[src/rtl/fat_pkg.sv]
package fat_pkg;
    typedef enum logic [2:0] {
        OP_NONE   = 3'd0,
        OP_JAL    = 3'd1,
        OP_JALR   = 3'd2,
        OP_BRANCH = 3'd3,
        OP_CWR    = 3'd4,
        OP_TRET   = 3'd5
    } op_e;

    localparam int unsigned CAUSE_W        = 4;
    localparam logic [CAUSE_W-1:0] CAUSE_MISALIGNED = '0;
    localparam int unsigned INSN_BYTES     = 4;
endpackage

[src/rtl/fat_target.sv]
module fat_target
    import fat_pkg::*;
#(
    parameter int unsigned XLEN = 32
) (
    input  op_e             op_i,
    input  logic [XLEN-1:0] pc_i,
    input  logic [XLEN-1:0] base_i,
    input  logic [XLEN-1:0] offset_i,
    input  logic            c_en_i,
    output logic [XLEN-1:0] tgt_o
);
    logic [XLEN-1:0] sum_rel;
    logic [XLEN-1:0] sum_ind;
    logic [XLEN-1:0] tret_mask;

    always_comb begin
        sum_rel   = pc_i + offset_i;
        sum_ind   = base_i + offset_i;
        tret_mask = c_en_i ? {{(XLEN-1){1'b1}}, 1'b0} : {{(XLEN-2){1'b1}}, 2'b00};
        unique case (op_i)
            OP_JAL, OP_BRANCH: tgt_o = sum_rel;
            OP_JALR:           tgt_o = {sum_ind[XLEN-1:1], 1'b0};
            OP_TRET:           tgt_o = base_i & tret_mask;
            default:           tgt_o = '0;
        endcase
    end
endmodule

[src/rtl/fat_align_chk.sv]
module fat_align_chk
    import fat_pkg::*;
(
    input  op_e        op_i,
    input  logic       taken_i,
    input  logic [1:0] tgt_lo_i,
    input  logic       c_en_i,
    output logic       xfer_o,
    output logic       fault_o
);
    logic checked;

    always_comb begin
        checked = (op_i == OP_JAL) || (op_i == OP_JALR) ||
                  ((op_i == OP_BRANCH) && taken_i);
        xfer_o  = checked || (op_i == OP_TRET);
        fault_o = checked && (tgt_lo_i[0] || (!c_en_i && tgt_lo_i[1]));
    end
endmodule

[src/rtl/fat_cbit_ctl.sv]
module fat_cbit_ctl
    import fat_pkg::*;
(
    input  logic       op_valid_i,
    input  op_e        op_i,
    input  logic       wr_val_i,
    input  logic [1:0] pc_lo_i,
    input  logic       c_q_i,
    output logic       c_d_o
);
    logic [1:0] next_lo;

    always_comb begin
        next_lo = pc_lo_i + 2'(INSN_BYTES);
        c_d_o   = c_q_i;
        if (op_valid_i && op_i == OP_CWR) begin
            if (wr_val_i)
                c_d_o = 1'b1;
            else if (!next_lo[1])
                c_d_o = 1'b0;
        end
    end
endmodule

[src/rtl/fetch_align_trap.sv]
module fetch_align_trap
    import fat_pkg::*;
#(
    parameter int unsigned     XLEN = 32,
    parameter logic [XLEN-1:0] TVEC = 32'h0000_0100
) (
    input  logic                clk,
    input  logic                rst_n,
    input  logic                op_valid_i,
    input  logic [2:0]          op_i,
    input  logic                taken_i,
    input  logic [XLEN-1:0]     base_i,
    input  logic [XLEN-1:0]     offset_i,
    input  logic [XLEN-1:0]     pc_i,
    input  logic [4:0]          rd_i,
    input  logic                cwr_val_i,
    output logic                redir_valid_o,
    output logic [XLEN-1:0]     redir_pc_o,
    output logic                link_we_o,
    output logic [4:0]          link_rd_o,
    output logic [XLEN-1:0]     link_data_o,
    output logic                trap_valid_o,
    output logic [CAUSE_W-1:0]  trap_cause_o,
    output logic [XLEN-1:0]     trap_epc_o,
    output logic [XLEN-1:0]     trap_tval_o,
    output logic                c_en_o
);
    typedef struct packed {
        logic               redir_valid;
        logic [XLEN-1:0]    redir_pc;
        logic               link_we;
        logic [4:0]         link_rd;
        logic [XLEN-1:0]    link_data;
        logic               trap_valid;
        logic [CAUSE_W-1:0] trap_cause;
        logic [XLEN-1:0]    trap_epc;
        logic [XLEN-1:0]    trap_tval;
        logic               c_en;
    } state_t;

    state_t st_d, st_q;
    op_e    op;
    logic [XLEN-1:0] tgt;
    logic   xfer, fault, c_next;

    assign op = op_e'(op_i);

    fat_target #(.XLEN(XLEN)) u_target (
        .op_i     (op),
        .pc_i     (pc_i),
        .base_i   (base_i),
        .offset_i (offset_i),
        .c_en_i   (st_q.c_en),
        .tgt_o    (tgt)
    );

    fat_align_chk u_align (
        .op_i     (op),
        .taken_i  (taken_i),
        .tgt_lo_i (tgt[1:0]),
        .c_en_i   (st_q.c_en),
        .xfer_o   (xfer),
        .fault_o  (fault)
    );

    fat_cbit_ctl u_cbit (
        .op_valid_i (op_valid_i),
        .op_i       (op),
        .wr_val_i   (cwr_val_i),
        .pc_lo_i    (pc_i[1:0]),
        .c_q_i      (st_q.c_en),
        .c_d_o      (c_next)
    );

    always_comb begin
        logic trap;
        logic is_jump;
        trap    = op_valid_i && fault;
        is_jump = (op == OP_JAL) || (op == OP_JALR);

        st_d             = st_q;
        st_d.c_en        = c_next;
        st_d.redir_valid = op_valid_i && xfer;
        st_d.redir_pc    = trap ? TVEC : (op_valid_i && xfer ? tgt : '0);
        st_d.link_we     = op_valid_i && is_jump && !trap && (rd_i != 5'd0);
        st_d.link_rd     = rd_i;
        st_d.link_data   = pc_i + XLEN'(INSN_BYTES);
        st_d.trap_valid  = trap;
        st_d.trap_cause  = CAUSE_MISALIGNED;
        st_d.trap_epc    = trap ? pc_i : '0;
        st_d.trap_tval   = trap ? tgt : '0;
    end

    always_ff @(posedge clk) begin
        if (!rst_n) begin
            st_q      <= '0;
            st_q.c_en <= 1'b1;
        end else begin
            st_q <= st_d;
        end
    end

    assign redir_valid_o = st_q.redir_valid;
    assign redir_pc_o    = st_q.redir_pc;
    assign link_we_o     = st_q.link_we;
    assign link_rd_o     = st_q.link_rd;
    assign link_data_o   = st_q.link_data;
    assign trap_valid_o  = st_q.trap_valid;
    assign trap_cause_o  = st_q.trap_cause;
    assign trap_epc_o    = st_q.trap_epc;
    assign trap_tval_o   = st_q.trap_tval;
    assign c_en_o        = st_q.c_en;
endmodule

[config.mk]
export PLATFORM = sky130hd
export DESIGN_NAME = fetch_align_trap
export DESIGN_NICKNAME = d
export VERILOG_FILES = /design/src/rtl/fat_pkg.sv /design/src/rtl/fat_target.sv /design/src/rtl/fat_align_chk.sv /design/src/rtl/fat_cbit_ctl.sv /design/src/rtl/fetch_align_trap.sv
export SDC_FILE = /design/constraint.sdc
export NUM_CORES = 1
export LEC_CHECK = 0
export BUFFER_PORTS_ARGS = -buffer_cell sky130_fd_sc_hd__buf_2
export CAP_MARGIN = 20
export CORE_MARGIN = 2
export CORE_UTILIZATION = 44
export DETAILED_ROUTE_END_ITERATION = 16
export PLACE_DENSITY = 0.72
export SETUP_SLACK_MARGIN = 0.4
export SLEW_MARGIN = 20
export SYNTH_ARGS = -nofsm -noshare
export SYNTH_HDL_FRONTEND = slang
export SYNTH_SLANG_ARGS = --single-unit
[constraint.sdc]
create_clock -name clk -period 2.78 [get_ports clk]
set_clock_uncertainty 0.2 [all_clocks]
set_input_delay 0.417 -clock clk [delete_from_list [all_inputs] [get_ports clk]]
set_output_delay 0.417 -clock clk [all_outputs]
set_load 0.005 [all_outputs]
After elaboration in Yosys (flattened, before gate mapping). Index checks and enable logic that the tools add are counted.

Add/sub/neg operators: 3. Equal/unequal tests: 6. Muxes and demuxes: 6. Bitwise gates (word level): 3. Reduce and logical (&&, ||, !) cells: 20.

Operator list (number): $pmux 32 s3 (1); $add 32x32->32 (2); $mux 32 (2); $add 32x3->32 const B (1); $and 32x32->32 (1); $logic_and 1x1->1 (9); $eq 3x2->1 const B (2); $eq 3x3->1 const B (2); $reduce_bool 5->1 (1); $logic_or 1x1->1 (4); $reduce_and 2->1 (2); $eq 3x1->1 const B (1); $reduce_or 3->1 (1); $logic_not 1->1 (2); $mux 1 (2); $mux 2 (1); $ne 2x1->1 const B (1); $not 1->1 (2); $reduce_or 2->1 (1).

Register bits: 141. Bits of input ports: 109. Output and inout bits: 141. Word-level logic and storage cells: 49.

Longest topological paths before layout.
Word-level depth: 10. Mapped depth: 13. Gate-level depth less buffers: 12.

By module. From an unflattened synthesis, not the netlist that was laid out.

Cell total of the unflattened synthesis: 955. Area, all modules: 8247.9 µm².

By module, submodules not included: fetch_align_trap (times used 1, cells each 399, area an instance 4317.9 µm², seq. area each 2742.6 µm²); fat_target (times used 1, cells each 545, area an instance 3844.9 µm², seq. area each 0.0 µm²); fat_align_chk (times used 1, cells each 7, area an instance 52.6 µm², seq. area each 0.0 µm²); fat_cbit_ctl (times used 1, cells each 4, area an instance 32.5 µm², seq. area each 0.0 µm²).

Worst setup path before layout. OpenSTA, ideal clock, no wires.

Kind: input -> register. From: input base_i[3]. To: register st_q, in the netlist redir_pc_o[26]. Arrival time: 2568 ps. Required time: 2514 ps. Path slack: -55 ps. Cell stages on the path: 10. Buffers on the path: 0. Path through: ha_1 o211ai_1 a21oi_1 o31ai_1 a41oi_1 a41o_1 a311o_1 xnor2_1 o221a_1 nor2_1.

Cells in the longest elaborated chain, start to end: 2.

RTL lines: from (decl) (line fetch_align_trap.sv:12) `input logic [XLEN-1:0] base_i,`; $add 32x32->32 (line fat_target.sv:19) `sum_ind = base_i + offset_i;`; $pmux 32 s3 (line fat_target.sv:21) `unique case (op_i)`; to (signal assigned) (line fetch_align_trap.sv:99) `st_q <= st_d;`; to (decl) (line fetch_align_trap.sv:41) `state_t st_d, st_q;`.

Every way passes these cells. A chain may end at the register's enable or synchronous reset.

Final worst setup path.
From: input offset_i[2]. To: register st_q, in the netlist redir_pc_o[27].

Cells in the longest elaborated chain, start to end: 2. Elaborated cells between the ends (all ways): 3. Those cells by class: add/sub: 2; mux: 1.

RTL lines: from (decl) (line fetch_align_trap.sv:13) `input logic [XLEN-1:0] offset_i,`; $add 32x32->32 (on tied branches) (line fat_target.sv:19, fat_target.sv:18); $pmux 32 s3 (*) (line fat_target.sv:21).

Mark *: on every way between the ends. The rest lies on a longest branch, timed or not.

==> results_dict.tcl <==
set metrics [dict create \
    critPathArrivalTime_ns 2.62 \
    min_period_ns 2.51 \
    globalRoute.totalOverflow 0 \
    insertion_delay_ns 0.42 \
    fin_area_um2 12100 \
    cts_made_buffers 17 \
    crit_path_top_delay_cell "a21oi_2" \
    syn_area_per_cell_um2 8.47 \
    status "complete, no violations" \
    fp.dieArea_um2 19000 \
    irDropWorstVdd_mv 0.400 \
    synthTopCellsByCount "137 x dfxtp_1, 125 x nor2_1, 70 x a21oi_1" \
    portBuffers 245 \
    routedWlPerCell_um 18.0 \
    drive_gt1_share_pct 42.1 \
    grt_setup_unrepaired "true" \
    max_stage_delay_ns 0.30 \
    critical_path_depth 13 \
    rows 48 \
    yosysTopAreaCell "dfxtp_1" \
    path_clk_slew_ns 0.07 \
    timing.critical_path.buf_inv 3 \
    hold-worst-slack_ns 0.00877 \
    dr.pass1.iters 5 \
    core_um2 17400 \
    placed_area_um2 10800 \
    dpl.cell_count 1488 \
    fmax_ghz 0.398 \
    worstPathCellList "buf_8, ha_4, nand4_1, a21oi_2, o2111ai_4, a211oi_2, buf_4, nor2_4, o21ai_2, xor2_1, a222oi_1, buf_4, nor2_1" \
    synthDistinctLibCells 68 \
    synth_edf_count 0 \
    viasPerCell 5.55 \
    dp_hpwl_um 20800 \
    layout.cells.non_filler 1543 \
    hp-class "in -> reg" \
    setup_tns_ns 0 \
    synthTopCellsByArea "dfxtp_1 35%, ha_1 9.9%, nor2_1 6.0%, xor2_1 5.0%, a21oi_1 4.5%" \
    routed_wl_um 27700 \
    die_h_um 138 \
    drc_errors 0 \
    hold-path-cell-count 3 \
    first_global_vias 7741 \
    p_per_area_nw_per_um2 518 \
    start_util_pct 45.3 \
    drv_cap 0 \
    seq_area_um2 2740 \
    antenna_found_initial 4 \
    grt_max_degree 32 \
    hold_viol_final 0 \
    cts_sinks 137 \
    finalWeightedCongestion 0.961 \
    setup_viol_count_final 0 \
    vias 8565 \
    report.final.slew_viol_count 0 \
    fp.dieW_um 138 \
    synthMostInstantiatedCell "dfxtp_1" \
    fill_cells 1358 \
    io_pins 250 \
    cpMostUsedCell "buf_4" \
    synth_seq_cells 137 \
    synth_top_area_share_pct 34.9 \
    clockBufferDepth 2 \
    drt_iter0_drc 734 \
    critPathRequiredTime_ns 2.89 \
    grtUsageTotal_pct 28.2 \
    yosys_warnings 0 \
    yosysSeqAreaShare_pct 34.9 \
    cts_tree "yes" \
    criticalPathCategory "in -> reg" \
    cts-root-buf "clkbuf_16" \
    p_leak_nw 5.65 \
    crit_path_start_kind "input pin" \
    antenna_left 0 \
    post-route-util_pct 69.6 \
    synth_ff_type "dfxtp_1" \
    multi_input_area_um2 5790 \
    htreeDepth 4 \
    nets 1474 \
    path_delay_family "compound AO/OA/AOI/OAI gates" \
    critPathCaptureType "flop" \
    ys_async_sr_fraction_pct 0 \
    fin_crit_sh_pct 90.4 \
    ff2ff_path_depth 9 \
    syn2layout_area_growth_pct 53.7 \
    cp_max_fo 3 \
    grt_pass1_wl_um 41100 \
    syn_inst 928 \
    netlist_area_um2 7860 \
]
[layer usage]
layer / global-route usage (%) / up-vias / wire length (µm)
met5: 0 / - / 0
met4: 10.7 / 0 / 917
met3: 4.38 / 71 / 2250
met2: 43.2 / 439 / 12100
met1: 39.7 / 3985 / 12500
li1: - / 4070 / -
[worst paths after layout]
path,start,slack (ns),endpoint
max,offset_i[2],0.27,redir_pc_o[27]$_SDFF_PP0_
min,pc_i[0],0.009,link_data_o[0]$_SDFF_PN0_
max reg2reg,c_en_o$_SDFFE_PN1P_,0.87,trap_epc_o[24]$_SDFF_PN0_
min reg2reg,c_en_o$_SDFFE_PN1P_,0.38,c_en_o$_SDFFE_PN1P_
[cells in the final DEF (no fill, tap or decap), types with 7 or more instances in the layout]
cell       instances
buf_4            134
and3_1            16
buf_2            229
dfxtp_1          137
a21oi_1           49
nor2_1           121
and2_1            43
buf_6             18
xor2_1            42
inv_1             16
nor2b_1            8
nand2_1           54
clkbuf_16         17
nor3_1             9
a222oi_1           7
a221oi_2           8
nand3_1           25
ha_1              30
o21ai_0           27
o21ai_1            7
xnor2_1           28
a21o_1            40
o21ai_2            7
or3_1              8
ha_4              30
a21oi_2           20
nand4_1           11
[report_power, final]
part / switching [mW] / internal, mW
registers: 0.0122 / 2.01
logic: 0.937 / 0.856
clock network: 0.954 / 1.49
total: 1.90 / 4.36
[stage by stage]
| stage | setup WS [ns] | power (mW) |
|---|---|---|
| 6_report | 0.267 | 6.26 |
| 3_3_place_gp | -0.263 | 3.60 |
| 3_5_place_dp | -0.287 | 3.62 |
| 4_1_cts | 0.332 | 6.15 |
| 5_1_grt | 0.150 | 6.50 |
| 2_1_floorplan | 0.111 | 3.00 |
[cells by family (layout without fill, tap and decap cells)]
group / Yosys count / in the layout / synth area share [%]
adders and majority gates: 64 / 64 / 10.4
xor gates and xnor gates: 78 / 78 / 8.69
AOI/OAI and AO/OA: 250 / 250 / 21.8
DFF: 137 / 137 / 34.9
muxes: 4 / 4 / 0.509
and+or+nand+nor: 332 / 332 / 20.4
buffers and inverters: 62 / 444 / 3.23
other: 1 / 9 / 0.0477
[state kept, by name, indices dropped and copies added (netlist names)]
register,count
link_rd_o,5
trap_valid_o,1
c_en_o,1
link_we_o,1
redir_valid_o,1
link_data_o,32
trap_epc_o,32
redir_pc_o,32
trap_tval_o,32
[worst min-delay path: cells and delay by family]
kind                   cells  cell delay [ns]
AND/OR/NAND/NOR            1             0.06
buffers and inverters      2             0.12
[cell type report]
type	count	area share, %
repair buffers	391	20.9
clock buffers	19	3.75
well taps	225	2.33
diodes	4	0.0829
inverters	21	0.715
flip-flops and latches	137	22.7
multi-input cells	733	48.0
clock inverters	13	1.51
[what timing repair did]
item | 4_1_cts | 5_1_grt
pin swaps | 36 | 58
hold buffers | 1 | 0
resized for setup | 56 | 59
buffers inserted | 8 | 10
setup endpoints to repair | 34 | 42
hold endpoints to repair | 1 | 0
No activity file was read; power rests on OpenSTA's default activity.
